$ cat config.mk
export PLATFORM = sky130hd
export DESIGN_NAME = smb_block_path
export DESIGN_NICKNAME = d
export VERILOG_FILES = /design/src/rtl/smb_blk_pkg.sv /design/src/rtl/smb_blk_mem.sv /design/src/rtl/smb_blk_index.sv /design/src/rtl/smb_blk_seq.sv /design/src/rtl/smb_block_path.sv
export SDC_FILE = /design/constraint.sdc
export NUM_CORES = 1
export LEC_CHECK = 0
export ABC_AREA = 1
export BUFFER_PORTS_ARGS = -buffer_cell sky130_fd_sc_hd__buf_4
export CORE_MARGIN = 2
export CORE_UTILIZATION = 41
export CTS_CLUSTER_SIZE = 25
export DETAILED_ROUTE_END_ITERATION = 10
export MAX_ROUTING_LAYER = met4
export PLACE_DENSITY = 0.62
export SLEW_MARGIN = 20
export SYNTH_ARGS = -nofsm -noshare
export SYNTH_HDL_FRONTEND = slang
export SYNTH_HIERARCHICAL = 1
export SYNTH_SLANG_ARGS = --single-unit
$ cat constraint.sdc
create_clock -name clk -period 4.6 [get_ports clk]
set_input_delay 0.46 -clock clk [delete_from_list [all_inputs] [get_ports clk]]
set_output_delay 0.46 -clock clk [all_outputs]
set_load 0.005 [all_outputs]
$ cat src/rtl/smb_blk_pkg.sv
package smb_blk_pkg;
    localparam logic [2:0] RA_STAT  = 3'd0;
    localparam logic [2:0] RA_CTRL  = 3'd1;
    localparam logic [2:0] RA_AUX   = 3'd2;
    localparam logic [2:0] RA_COUNT = 3'd3;
    localparam logic [2:0] RA_DATA1 = 3'd4;
    localparam logic [2:0] RA_CMD   = 3'd5;
    localparam logic [2:0] RA_PORT  = 3'd6;
    localparam logic [2:0] RA_ADDR  = 3'd7;

    localparam int unsigned ST_BDONE = 7;
    localparam int unsigned ST_PERR  = 3;
    localparam int unsigned ST_DONE  = 1;
    localparam int unsigned ST_BUSY  = 0;

    localparam int unsigned CT_GO  = 6;
    localparam int unsigned CT_I2C = 1;
    localparam int unsigned CT_DIR = 0;

    localparam int unsigned AUX_BUF = 1;

    localparam logic [7:0] CODE_BLK       = 8'h14;
    localparam logic [7:0] CODE_BLK_LAST  = 8'h34;
    localparam logic [7:0] CODE_I2C       = 8'h18;
    localparam logic [7:0] CODE_I2C_LAST  = 8'h38;

    typedef enum logic [3:0] {
        SQ_IDLE, SQ_ADDR, SQ_CMD, SQ_CNT, SQ_TXD,
        SQ_RCNT, SQ_RXD, SQ_WAIT, SQ_FIN
    } sq_state_e;
endpackage

$ cat src/rtl/smb_blk_mem.sv
module smb_blk_mem #(
    parameter int unsigned DEPTH = 32,
    parameter int unsigned W     = 8,
    parameter int unsigned AW    = $clog2(DEPTH)
) (
    input  logic          clk,
    input  logic          we,
    input  logic [AW-1:0] waddr,
    input  logic [W-1:0]  wdata,
    input  logic [AW-1:0] raddr_a,
    output logic [W-1:0]  rdata_a,
    input  logic [AW-1:0] raddr_b,
    output logic [W-1:0]  rdata_b
);
    logic [W-1:0] store [DEPTH];

    always_ff @(posedge clk) begin
        if (we) store[waddr] <= wdata;
    end

    assign rdata_a = store[raddr_a];
    assign rdata_b = store[raddr_b];
endmodule

$ cat src/rtl/smb_blk_index.sv
module smb_blk_index #(
    parameter int unsigned DEPTH = 32,
    parameter int unsigned IW    = $clog2(DEPTH + 1)
) (
    input  logic          clk,
    input  logic          rst_n,
    input  logic          clr,
    input  logic          wr_acc,
    input  logic          rd_acc,
    input  logic [7:0]    limit,
    output logic [IW-1:0] idx,
    output logic          wr_ok,
    output logic          rd_ok
);
    assign wr_ok = (32'(idx) < DEPTH);
    assign rd_ok = wr_ok && (32'(idx) < 32'(limit));

    always_ff @(posedge clk) begin
        if (!rst_n)                                      idx <= '0;
        else if (clr)                                    idx <= '0;
        else if ((wr_acc && wr_ok) || (rd_acc && rd_ok)) idx <= idx + 1'b1;
    end

    AST_IDX_CEIL: assert property (@(posedge clk) disable iff (!rst_n) 32'(idx) <= DEPTH);
    AST_IDX_PARK: assert property (@(posedge clk) disable iff (!rst_n)
        (rd_acc && !rd_ok && !clr && !wr_acc) |=> $stable(idx));
endmodule

$ cat src/rtl/smb_blk_seq.sv
module smb_blk_seq
    import smb_blk_pkg::*;
#(
    parameter int unsigned DEPTH = 32,
    parameter int unsigned AW    = $clog2(DEPTH),
    parameter int unsigned IW    = $clog2(DEPTH + 1)
) (
    input  logic          clk,
    input  logic          rst_n,
    input  logic          go,
    input  logic          go_dir,
    input  logic          go_i2c,
    input  logic          buf_en,
    input  logic [6:0]    addr7,
    input  logic [7:0]    cmd_reg,
    input  logic [7:0]    data1_reg,
    input  logic [7:0]    count_reg,
    input  logic [7:0]    hold_reg,
    input  logic [7:0]    mem_rdata,
    input  logic          bd_flag,
    input  logic          tx_ready,
    input  logic          rx_valid,
    input  logic [7:0]    rx_data,
    output logic          tx_valid,
    output logic [7:0]    tx_data,
    output logic          rx_ready,
    output logic [7:0]    byte_cmd,
    output logic          busy,
    output logic [AW-1:0] mem_addr,
    output logic          mem_we,
    output logic          hold_we,
    output logic          cnt_we,
    output logic          set_bd,
    output logic          set_done,
    output logic          set_perr
);
    sq_state_e     state, nstate;
    logic          dir_q, i2c_q, bufm_q;
    logic [IW-1:0] len_q, xcnt;
    logic          last_rx, last_tx, cnt_ok;

    function automatic logic [IW-1:0] clamp_len(input logic [7:0] c);
        if (c == 8'd0)             return IW'(1);
        else if (32'(c) > DEPTH)   return IW'(DEPTH);
        else                       return IW'(c);
    endfunction

    assign last_rx  = (xcnt == len_q - 1'b1);
    assign last_tx  = (IW'(xcnt + 1'b1) == len_q);
    assign cnt_ok   = (rx_data != 8'd0) && (32'(rx_data) <= DEPTH);
    assign mem_addr = xcnt[AW-1:0];

    // state register and datapath registers
    always_ff @(posedge clk) begin
        if (!rst_n) begin
            state  <= SQ_IDLE;
            dir_q  <= 1'b0;
            i2c_q  <= 1'b0;
            bufm_q <= 1'b0;
            len_q  <= '0;
            xcnt   <= '0;
        end else begin
            state <= nstate;
            if (state == SQ_IDLE && go) begin
                dir_q  <= go_dir;
                i2c_q  <= go_i2c;
                bufm_q <= buf_en && !go_i2c;
                len_q  <= clamp_len(count_reg);
                xcnt   <= '0;
            end
            if (state == SQ_RCNT && rx_valid && cnt_ok) len_q <= IW'(rx_data);
            if ((state == SQ_TXD && tx_ready) || (state == SQ_RXD && rx_valid))
                xcnt <= xcnt + 1'b1;
        end
    end

    // next state
    always_comb begin
        nstate = state;
        unique case (state)
            SQ_IDLE: if (go) nstate = SQ_ADDR;
            SQ_ADDR: if (tx_ready) nstate = SQ_CMD;
            SQ_CMD:  if (tx_ready) begin
                if (dir_q) nstate = i2c_q ? SQ_RXD : SQ_RCNT;
                else       nstate = i2c_q ? SQ_TXD : SQ_CNT;
            end
            SQ_CNT:  if (tx_ready) nstate = SQ_TXD;
            SQ_TXD:  if (tx_ready) begin
                if (!bufm_q)      nstate = SQ_WAIT;
                else if (last_tx) nstate = SQ_FIN;
            end
            SQ_RCNT: if (rx_valid) nstate = cnt_ok ? SQ_RXD : SQ_FIN;
            SQ_RXD:  if (rx_valid) begin
                if (!bufm_q)      nstate = SQ_WAIT;
                else if (last_rx) nstate = SQ_FIN;
            end
            SQ_WAIT: if (!bd_flag) begin
                if (xcnt == len_q) nstate = SQ_FIN;
                else               nstate = dir_q ? SQ_RXD : SQ_TXD;
            end
            SQ_FIN:  nstate = SQ_IDLE;
            default: nstate = SQ_IDLE;
        endcase
    end

    // outputs
    always_comb begin
        tx_valid = 1'b0;
        tx_data  = 8'h00;
        rx_ready = 1'b0;
        byte_cmd = 8'h00;
        mem_we   = 1'b0;
        hold_we  = 1'b0;
        cnt_we   = 1'b0;
        set_bd   = 1'b0;
        set_perr = 1'b0;
        set_done = 1'b0;
        busy     = (state != SQ_IDLE);
        unique case (state)
            SQ_ADDR: begin
                tx_valid = 1'b1;
                tx_data  = {addr7, dir_q && !i2c_q};
            end
            SQ_CMD: begin
                tx_valid = 1'b1;
                tx_data  = (dir_q && i2c_q) ? data1_reg : cmd_reg;
            end
            SQ_CNT: begin
                tx_valid = 1'b1;
                tx_data  = 8'(len_q);
            end
            SQ_TXD: begin
                tx_valid = 1'b1;
                tx_data  = bufm_q ? mem_rdata : hold_reg;
                set_bd   = !bufm_q && tx_ready;
            end
            SQ_RCNT: begin
                rx_ready = 1'b1;
                byte_cmd = CODE_BLK;
                cnt_we   = rx_valid && cnt_ok;
                set_perr = rx_valid && !cnt_ok;
            end
            SQ_RXD: begin
                rx_ready = 1'b1;
                if (last_rx) byte_cmd = i2c_q ? CODE_I2C_LAST : CODE_BLK_LAST;
                else         byte_cmd = i2c_q ? CODE_I2C : CODE_BLK;
                mem_we   = rx_valid && bufm_q;
                hold_we  = rx_valid && !bufm_q;
                set_bd   = rx_valid && !bufm_q;
            end
            SQ_FIN:  set_done = 1'b1;
            default: ;
        endcase
    end

    AST_LAST_ENDS_READ: assert property (@(posedge clk) disable iff (!rst_n)
        (rx_ready && rx_valid && byte_cmd[5]) |=> !rx_ready);
    AST_ONE_STREAM: assert property (@(posedge clk) disable iff (!rst_n)
        !(tx_valid && rx_ready));
endmodule

$ cat src/rtl/smb_block_path.sv
module smb_block_path
    import smb_blk_pkg::*;
#(
    parameter int unsigned DEPTH = 32
) (
    input  logic       clk,
    input  logic       rst_n,
    input  logic       sw_wr,
    input  logic       sw_rd,
    input  logic [2:0] sw_addr,
    input  logic [7:0] sw_wdata,
    output logic [7:0] sw_rdata,
    output logic       tx_valid,
    output logic [7:0] tx_data,
    input  logic       tx_ready,
    output logic       rx_ready,
    input  logic       rx_valid,
    input  logic [7:0] rx_data,
    output logic [7:0] byte_cmd
);
    localparam int unsigned AW = $clog2(DEPTH);
    localparam int unsigned IW = $clog2(DEPTH + 1);

    logic [6:0]    addr_q;
    logic [7:0]    cmd_q, data1_q, count_q, hold_q;
    logic          aux_buf_q, ctrl_dir_q, ctrl_i2c_q;
    logic          bd_q, perr_q, done_q;
    logic          busy, go, port_buf;
    logic          sw_port_wr, sw_port_rd, sw_ctrl_rd;
    logic [IW-1:0] idx;
    logic          wr_ok, rd_ok;
    logic [AW-1:0] seq_mem_addr;
    logic          seq_mem_we, seq_hold_we, seq_cnt_we;
    logic          set_bd, set_done, set_perr;
    logic [7:0]    mem_rd_a, mem_rd_b;
    logic          mem_we;
    logic [AW-1:0] mem_waddr;
    logic [7:0]    mem_wdata;

    assign port_buf   = aux_buf_q && !ctrl_i2c_q;
    assign sw_port_wr = sw_wr && (sw_addr == RA_PORT);
    assign sw_port_rd = sw_rd && (sw_addr == RA_PORT);
    assign sw_ctrl_rd = sw_rd && (sw_addr == RA_CTRL);
    assign go         = sw_wr && (sw_addr == RA_CTRL) && sw_wdata[CT_GO] && !busy;

    assign mem_we    = seq_mem_we || (sw_port_wr && port_buf && !busy && wr_ok);
    assign mem_waddr = seq_mem_we ? seq_mem_addr : idx[AW-1:0];
    assign mem_wdata = seq_mem_we ? rx_data : sw_wdata;

    smb_blk_mem #(.DEPTH(DEPTH), .W(8), .AW(AW)) u_mem (
        .clk(clk), .we(mem_we), .waddr(mem_waddr), .wdata(mem_wdata),
        .raddr_a(idx[AW-1:0]), .rdata_a(mem_rd_a),
        .raddr_b(seq_mem_addr), .rdata_b(mem_rd_b)
    );

    smb_blk_index #(.DEPTH(DEPTH), .IW(IW)) u_index (
        .clk(clk), .rst_n(rst_n), .clr(sw_ctrl_rd),
        .wr_acc(sw_port_wr && port_buf && !busy),
        .rd_acc(sw_port_rd && port_buf),
        .limit(count_q), .idx(idx), .wr_ok(wr_ok), .rd_ok(rd_ok)
    );

    smb_blk_seq #(.DEPTH(DEPTH), .AW(AW), .IW(IW)) u_seq (
        .clk(clk), .rst_n(rst_n), .go(go),
        .go_dir(sw_wdata[CT_DIR]), .go_i2c(sw_wdata[CT_I2C]), .buf_en(aux_buf_q),
        .addr7(addr_q), .cmd_reg(cmd_q), .data1_reg(data1_q), .count_reg(count_q),
        .hold_reg(hold_q), .mem_rdata(mem_rd_b), .bd_flag(bd_q),
        .tx_ready(tx_ready), .rx_valid(rx_valid), .rx_data(rx_data),
        .tx_valid(tx_valid), .tx_data(tx_data), .rx_ready(rx_ready), .byte_cmd(byte_cmd),
        .busy(busy), .mem_addr(seq_mem_addr), .mem_we(seq_mem_we),
        .hold_we(seq_hold_we), .cnt_we(seq_cnt_we),
        .set_bd(set_bd), .set_done(set_done), .set_perr(set_perr)
    );

    always_ff @(posedge clk) begin
        if (!rst_n) begin
            addr_q     <= '0;
            cmd_q      <= '0;
            data1_q    <= '0;
            count_q    <= '0;
            hold_q     <= '0;
            aux_buf_q  <= 1'b0;
            ctrl_dir_q <= 1'b0;
            ctrl_i2c_q <= 1'b0;
            bd_q       <= 1'b0;
            perr_q     <= 1'b0;
            done_q     <= 1'b0;
        end else begin
            if (sw_wr) begin
                unique case (sw_addr)
                    RA_STAT: begin
                        if (sw_wdata[ST_BDONE]) bd_q   <= 1'b0;
                        if (sw_wdata[ST_PERR])  perr_q <= 1'b0;
                        if (sw_wdata[ST_DONE])  done_q <= 1'b0;
                    end
                    RA_CTRL: if (!busy) begin
                        ctrl_dir_q <= sw_wdata[CT_DIR];
                        ctrl_i2c_q <= sw_wdata[CT_I2C];
                    end
                    RA_AUX:   aux_buf_q <= sw_wdata[AUX_BUF];
                    RA_COUNT: count_q   <= sw_wdata;
                    RA_DATA1: data1_q   <= sw_wdata;
                    RA_CMD:   cmd_q     <= sw_wdata;
                    RA_PORT:  if (!port_buf) hold_q <= sw_wdata;
                    RA_ADDR:  addr_q    <= sw_wdata[6:0];
                    default: ;
                endcase
            end
            if (seq_cnt_we)  count_q <= rx_data;
            if (seq_hold_we) hold_q  <= rx_data;
            if (set_bd)      bd_q    <= 1'b1;
            if (set_perr)    perr_q  <= 1'b1;
            if (set_done)    done_q  <= 1'b1;
        end
    end

    always_comb begin
        sw_rdata = 8'h00;
        unique case (sw_addr)
            RA_STAT: begin
                sw_rdata[ST_BDONE] = bd_q;
                sw_rdata[ST_PERR]  = perr_q;
                sw_rdata[ST_DONE]  = done_q;
                sw_rdata[ST_BUSY]  = busy;
            end
            RA_CTRL: begin
                sw_rdata[CT_I2C] = ctrl_i2c_q;
                sw_rdata[CT_DIR] = ctrl_dir_q;
            end
            RA_AUX:   sw_rdata[AUX_BUF] = aux_buf_q;
            RA_COUNT: sw_rdata = count_q;
            RA_DATA1: sw_rdata = data1_q;
            RA_CMD:   sw_rdata = cmd_q;
            RA_PORT:  sw_rdata = port_buf ? (rd_ok ? mem_rd_a : 8'h00) : hold_q;
            RA_ADDR:  sw_rdata = {1'b0, addr_q};
            default:  sw_rdata = 8'h00;
        endcase
    end

    AST_STALL_ON_BDONE: assert property (@(posedge clk) disable iff (!rst_n)
        bd_q |-> (!tx_valid && !rx_ready));
    AST_PERR_FROM_ENGINE: assert property (@(posedge clk) disable iff (!rst_n)
        $rose(perr_q) |-> $past(rx_valid && rx_ready));
    AST_DONE_ENDS_BUSY: assert property (@(posedge clk) disable iff (!rst_n)
        $rose(done_q) |-> (!busy && $past(busy)));
endmodule

==> results by group, run 1 <==
Outcome
  • Outcome: completed

Clock tree
  • Worst skew pair latency: 580 ps
  • Clk sinks: 326
  • TritonCTS clock tree: done
  • Clock Root Buffer: clkbuf_16
  • Clock slew seen by the registers of the worst setup and hold paths: 60 ps
  • Num CTS Buffers: 39
  • CTS max path bufs: 3
  • Hold-fix buffers at CTS: 0
  • Post-CTS Repair Setup Buffers: 0
  • # H-tree levels: 2
  • # resized after CTS: 0

Global routing
  • Vias in the first global route: 15800
  • Congestion Overflow GR: 0
  • Largest net degree at the start of global routing: 138
  • GRT Total Usage: 26.8%
  • First-pass GRT wire length: 94300 um
  • Initial antenna violation count: 0

Yosys
  • Ranking of synthesized cells by area: edfxtp_1 (41%), nand2_1 (20%), nand3_1 (12%), dfxtp_1 (7.5%), nor2_1 (2.8%)
  • Share of the synthesized area in the top cell type: 41.4%
  • Syn avg cell area: 7.75 um^2
  • Mapped Area: 18600 um^2
  • Post-synth cell types: 48
  • Synth top cells by count: nand2_1 (999), nand3_1 (446), edfxtp_1 (256)
  • Ys flop type: edfxtp_1
  • Post-synthesis cell count: 2395
  • Dominant cell type by area after synthesis: edfxtp_1
  • Asr flop ratio synth: 0%
  • Syn. warnings: 6
  • Post-synthesis sequential area ratio: 48.9%
  • Post-synth EDFFs: 256
  • Count leader, synth: nand2_1
  • Synth Register Bits: 326

Route
  • Routed len/inst: 20.5 um
  • Initial drt markers: 2319
  • Antenna Violating Nets Remaining: 0
  • First-pass DRT Iterations: 6
  • Vias/cell: 5.66
  • Via count: 17100
  • Routed WL: 61600 um
  • DRC violations left: 0

Power and ir drop
  • Internal power: 5290 uW
  • Leak Pwr: 0.00821 uW
  • P_sw: 2120 uW
  • Flop pwr share: 43.9%
  • P per Cell Area: 364 nW/um^2
  • Gate power share: 15.4%
  • Power share of the clock group: 40.7%
  • Switch share: 28.6%
  • Worst vdd ir: 0.313 mV

Timing
  • Fmax: 263 MHz
  • Worst-Margin Slew: 1180 ps
  • Final Skew: 30.8 ps
  • Setup TNS: 0 ps
  • Fin crit share: 82.7%
  • Max-slew headroom: 21.2%
  • # setup viols final: 0
  • Post-route minimum period: 3800 ps
  • RSZ-0062 raised after global routing: no
  • Fin. Hold Viols: 0
  • Slew Limit Fails: 0

Finish
  • Filler Cell Count: 4345
  • Post-route cell area: 20400 um^2
  • Antenna Cells: 0
  • Layout cells sized above 1: 9.29%
  • Number of nets in the layout: 2430
  • Layout Area Growth over Synthesis: 9.69%

Worst setup path
  • WP data arrival: 3340 ps
  • Startpoint types: flop
  • CP Max Fanout: 51
  • CP cell instances: inv_4 -> buf_4 -> nand2_1 -> nand3_1 -> nand3_1 -> nand2_1 -> nand2_1 -> nand2_1 -> nand2_1 -> nand2_1 -> nand2_1 -> a21oi_1 -> o21ai_0 -> nand2_1 -> buf_4
  • Cell mode on critical path: nand2_1
  • Slowest CP cell: buf_4
  • WS Path Type: reg -> out
  • Largest stage delay, worst path: 460 ps
  • Levels on crit path: 15
  • Cell family with most CP delay: buffers and inverters
  • Crit path capture type: output port
  • Data required time at the worst endpoint: 4140 ps
  • FF-to-FF path depth: 12
  • Buf+Inv Stages, Crit Path: 3

Floorplan
  • Width of the die: 217 um
  • I/O Pins: 51
  • Die area: 47000 um^2
  • Initial Util: 41.8%
  • Die height: 217 um
  • Num rows: 77
  • Core Area: 44400 um^2

Placed design
  • HPWL Detailed: 39500 um
  • Routability Congestion: 1.01
  • Cell Area, Placed: 19100 um^2
  • Number of buffer cells added on primary ports: 46

Hold path
  • Depth of the worst hold-timing path: 3
  • Hold Path Class: in -> reg

Flow run
  • # Max-Cap Violations: 0
==> worst min-delay path: stages <==
cell and delay, ps:
buf_4 100, nor2_1 40, nor2_1 80
==> power groups by stage <==
| stage | registers [uW] | clock network (uW) | logic, uW |
|---|---|---|---|
| after CTS | 3250 | 3070 | 1120 |
| after floorplan | 3290 | 0 | 851 |
| final | 3250 | 3020 | 1140 |
| after global routing | 3250 | 3190 | 1250 |
| after detailed placement | 3310 | 0 | 1120 |
| after global placement | 3310 | 0 | 1110 |
==> final timing paths <==
| kind | startpoint | end | slack (ps) |
|---|---|---|---|
| setup / recovery | u_index/idx[0] | sw_rdata[2] | 800 |
| hold / removal | sw_wdata[2] | cmd_q[2] | 150 |
| setup reg to reg | u_seq/state[1] | u_mem/store[26][2] | 1190 |
| hold reg to reg | perr_q | perr_q | 480 |
==> layer usage <==
metal	wire (um)	up-vias	share of wire (%)	track usage, %
li1	-	7926	-	-
met1	26900	8034	44	38.6
met2	26700	960	43	38.7
met3	6150	133	10	4.39
met4	1850	0	3.0	8.49
met5	0	-	0	-
==> through the flow <==
step / std cells / setup slack, ps / utilization, % / hold slack, ps / total power (uW)
2_1_floorplan: 2398 / 1820 / - / 450 / 4140
3_3_place_gp: 2945 / 1390 / 43.1 / 477 / 4410
3_5_place_dp: 2945 / 1250 / 43.1 / 475 / 4430
4_1_cts: 3014 / 743 / 45.9 / 123 / 7440
5_1_grt: 3014 / 613 / 45.9 / 156 / 7700
6_report: 3014 / 796 / 45.9 / 149 / 7410
==> placed cells by master (no fill, tap or decap), types with 5 or more instances in the layout <==
cell type | synthesis | routed
o21ai_0 | 60 | 52
buf_4 | 29 | 89
edfxtp_1 | 256 | 256
a31oi_1 | 7 | 7
mux2i_1 | 6 | 6
inv_2 | 23 | 21
o2111ai_1 | 6 | 6
a21oi_1 | 45 | 45
nand2_1 | 999 | 999
clkbuf_1 | 26 | 9
inv_1 | 95 | 95
nor2_1 | 138 | 137
ha_1 | 11 | 11
clkbuf_16 | 0 | 39
nor3_1 | 9 | 9
clkinv_2 | 2 | 9
nor2_2 | 5 | 6
nand4_1 | 14 | 14
o21ai_2 | 0 | 8
clkinv_1 | 4 | 10
nand2_4 | 5 | 5
nor2_4 | 6 | 6
nand2_2 | 8 | 8
nand3_1 | 446 | 446
dfxtp_1 | 70 | 66
==> logic make-up (layout without fill, tap and decap cells) <==
logic type	Yosys count	after routing	synth area share, %
AND/OR/NAND/NOR	1649	1649	37.8
adder cells (fa/ha/maj)	11	11	0.741
AO/OA/AOI/OAI	135	135	4.10
buffers and inverters	263	287	7.86
multiplexers	6	6	0.323
other	1	4	0.0202
XOR/XNOR	4	4	0.189
flip-flops	326	326	48.9
==> registers in the layout (all words and copies together) (netlist names), 4 cells and up <==
name / cells
count_q: 8
hold_q: 8
u_index/idx: 6
data1_q: 8
u_seq/len_q: 6
u_seq/state: 4
addr_q: 7
u_mem/store: 256
cmd_q: 8
u_seq/xcnt: 6
==> layout make-up <==
cell class / instances / area [um^2] / share of cell area, %
clock inverter: 20 / 211 / 1.04
multi-input combinational: 1809 / 8060 / 39.6
timing repair buffer: 93 / 748 / 3.67
tap: 592 / 741 / 3.64
clock buffer: 49 / 1020 / 5.02
inverter: 125 / 482 / 2.37
sequential: 326 / 9100 / 44.7
Note: power is estimated with default switching activity, not from simulation.
==> inputs of run 2 (changes only) <==
PLACE_DENSITY = 0.64   (was 0.62)
clock period = 3.2 ns   (was 4.6 ns; I/O delays follow)
==> results by group, run 2 (same netlist as run 1, synthesis figures left out) <==
Outcome
  • Outcome: completed

Clock tree
  • CTS max path bufs: 3 (unchanged)
  • Clock Root Buffer: clkbuf_16
  • Clock slew seen by the registers of the worst setup and hold paths: 60 ps (about the same)
  • Clk sinks: 326 (unchanged)
  • TritonCTS clock tree: done
  • # H-tree levels: 2 (unchanged)
  • Worst skew pair latency: 560 ps (-20 ps)
  • Num CTS Buffers: 37 (-5.1%)

Route
  • First-pass DRT Iterations: 8 (+2)
  • Antenna Violating Nets Remaining: 0 (unchanged)
  • Vias/cell: 5.69 (+0.55%)
  • DRC violations left: 0 (unchanged)
  • Initial drt markers: 2249 (-3.0%)
  • Via count: 17500 (+2.4%)
  • Routed WL: 66200 um (+7.3%)
  • Routed len/inst: 21.6 um (+5.4%)

Floorplan
  • Core Area: 44400 um^2 (unchanged)
  • Die area: 47000 um^2 (unchanged)
  • Width of the die: 217 um (unchanged)
  • Num rows: 77 (unchanged)
  • Die height: 217 um (unchanged)
  • Initial Util: 41.8% (unchanged)
  • I/O Pins: 51 (unchanged)

Finish
  • Most common cell after layout, fill and taps aside: nand2_1
  • Most flop-heavy register: u_mem/store
  • Area taken by flip-flops and latches: 9100 um^2 (about the same)
  • Highest-count cells in the layout ignoring fill and taps: nand2_1 (991), nand3_1 (444), edfxtp_1 (256)
  • Number of nets in the layout: 2484 (+2.2%)
  • Layout cells sized above 1: 11.8% (+2.5 points)
  • Filler Cell Count: 4291 (-1.2%)
  • Multi-input gate area: 8110 um^2 (+0.56%)
  • Number of flip-flops under the largest register name: 256 (unchanged)
  • Antenna Cells: 0 (unchanged)
  • Layout Area Growth over Synthesis: 14.6%

Worst setup path
  • Reg2reg start: u_seq/state[1]
  • WP data arrival: 2820 ps (-520 ps)
  • Largest stage delay, worst path: 340 ps (-120 ps)
  • FF-to-FF path depth: 13 (+1)
  • Crit path to: tx_data[3]
  • Slowest CP cell: dfxtp_2
  • CP Max Fanout: 17 (-67%)
  • Crit path capture type: output port
  • R2R Setup Slk: 270 ps (-920 ps)
  • RR Endpoint: u_mem/store[9][7]
  • Data required time at the worst endpoint: 2880 ps (-1260 ps)
  • CP startpoint: u_seq/xcnt[1]
  • WS Path Type: reg -> out
  • Cell mode on critical path: nand2_1
  • CP cell instances: inv_4 -> buf_12 -> buf_6 -> nand3_1 -> nand3_1 -> nand2_1 -> nand2_1 -> nand2_1 -> nand2_1 -> nand2_1 -> nand2_1 -> nand2_1 -> nand2_1 -> o2111ai_1 -> buf_4
  • Startpoint types: flop

Timing
  • Setup TNS: 0 ps (unchanged)
  • Post-route minimum period: 3140 ps
  • Max-slew headroom: 38.6% (+17 points)
  • # setup viols final: 0 (unchanged)
  • Fmax: 318 MHz
  • Fin crit share: 98.2%
  • RSZ-0062 raised after global routing: yes
  • Final Skew: 13.2 ps (-17.6 ps)
  • Fin. Hold Viols: 0 (unchanged)
  • Worst-Margin Slew: 922 ps (-260 ps)
  • Slew Limit Fails: 0 (unchanged)
  • Final worst slack: 58.5 ps (-737 ps)

Placed design
  • Number of buffer cells added on primary ports: 46 (unchanged)
  • HPWL Detailed: 42500 um (+7.7%)
  • Dpl ws: 409 ps (-841 ps)
  • Routability Congestion: 0.985 (-2.8%)

Power and ir drop
  • P per Cell Area: 505 nW/um^2 (+39%)
  • Worst vdd ir: 0.351 mV (+12%)
  • Leak Pwr: 0.00866 uW (+5.5%)

Global routing
  • Congestion Overflow GR: 0 (unchanged)
  • GRT Total Usage: 28.1% (+1.2 points)
  • Vias in the first global route: 16400 (+3.3%)
  • Initial antenna violation count: 1 (+1)
  • First-pass GRT wire length: 97500 um (+3.4%)
  • Largest net degree at the start of global routing: 78 (-43%)

Flow run
  • # Max-Cap Violations: 0 (unchanged)

Hold path
  • Hold Path Class: in -> reg
[run 2: cell types whose count changed in the layout (fill, tap and decap cells not counted), moves of 5 or more]
cell | before | now
buf_16 | 0 | 5
buf_4 | 89 | 111
buf_6 | 0 | 5
nand2_1 | 999 | 991
clkbuf_16 | 39 | 44
buf_12 | 4 | 17
nand2_2 | 8 | 16
[run 2: layout make-up]
cell class	count	share of cell area [%]
repair buffers	148	7.59
flip-flops and latches	326	42.8
well taps	592	3.48
multi-input cells	1809	38.1
repair inverters	1	0.0412
clock buffers	49	4.81
clock inverters	19	0.818
inverters	125	2.35
[run 2: timing repair]
| action | CTS | global route |
|---|---|---|
| pin swaps | 0 | 7 |
| hold buffers | 1 | 0 |
| buffers inserted | 1 | 10 |
| gates cloned | 3 | 7 |
| gates resized for setup | 11 | 35 |
| endpoints found under the hold margin | 1 | 0 |
| setup endpoints to repair | 14 | 14 |
[run 2: report_power, final]
part	leakage (uW)	switching [uW]	total, uW	internal (uW)
logic	0.00521	1250	1800	550
registers	0.00287	76.0	4680	4610
clock network	0.000580	1770	4270	2500
[run 2: how the worst min path moves through the flow]
stage | start | end | slack [ps] | cells past startpoint
finish | sw_wdata[2] | cmd_q[2] | 30 | 3
global route | sw_wdata[2] | cmd_q[2] | 50 | 3
CTS | sw_wdata[2] | cmd_q[2] | 8 | 3
detailed placement | data1_q[5] | data1_q[5] | 480 | 2
global placement | perr_q | perr_q | 460 | 2
floorplan | perr_q | perr_q | 450 | 2
[run 2: critical path, delay by kind of cell (launching register included)]
family,cells,cell delay [ps]
compound gates,1,130
flops,1,340
buf+inv,4,770
simple gates,10,990
[run 2: through the flow]
| step | std cells | total power, uW | util [%] | cell area (um^2) | hold WS [ps] |
|---|---|---|---|---|---|
| after floorplan | 2398 | 5960 | - | 18600 | 450 |
| after CTS | 3052 | 10700 | 47.1 | 20900 | 8.49 |
| after global routing | 3069 | 11100 | 47.9 | 21300 | 46.5 |
| final | 3069 | 10800 | 47.9 | 21300 | 25.3 |
| after detailed placement | 2979 | 6450 | 44.1 | 19600 | 480 |
| after global placement | 2979 | 6420 | 44.1 | 19600 | 464 |
[run 2: per-layer routing]
layer	vias to the layer above	global-route usage, %	share of wire (%)
met2	1014	42.0	44
met3	146	4.61	9.9
li1	8052	-	-
met1	8247	38.7	43
met5	-	-	0
met4	0	9.66	3.2
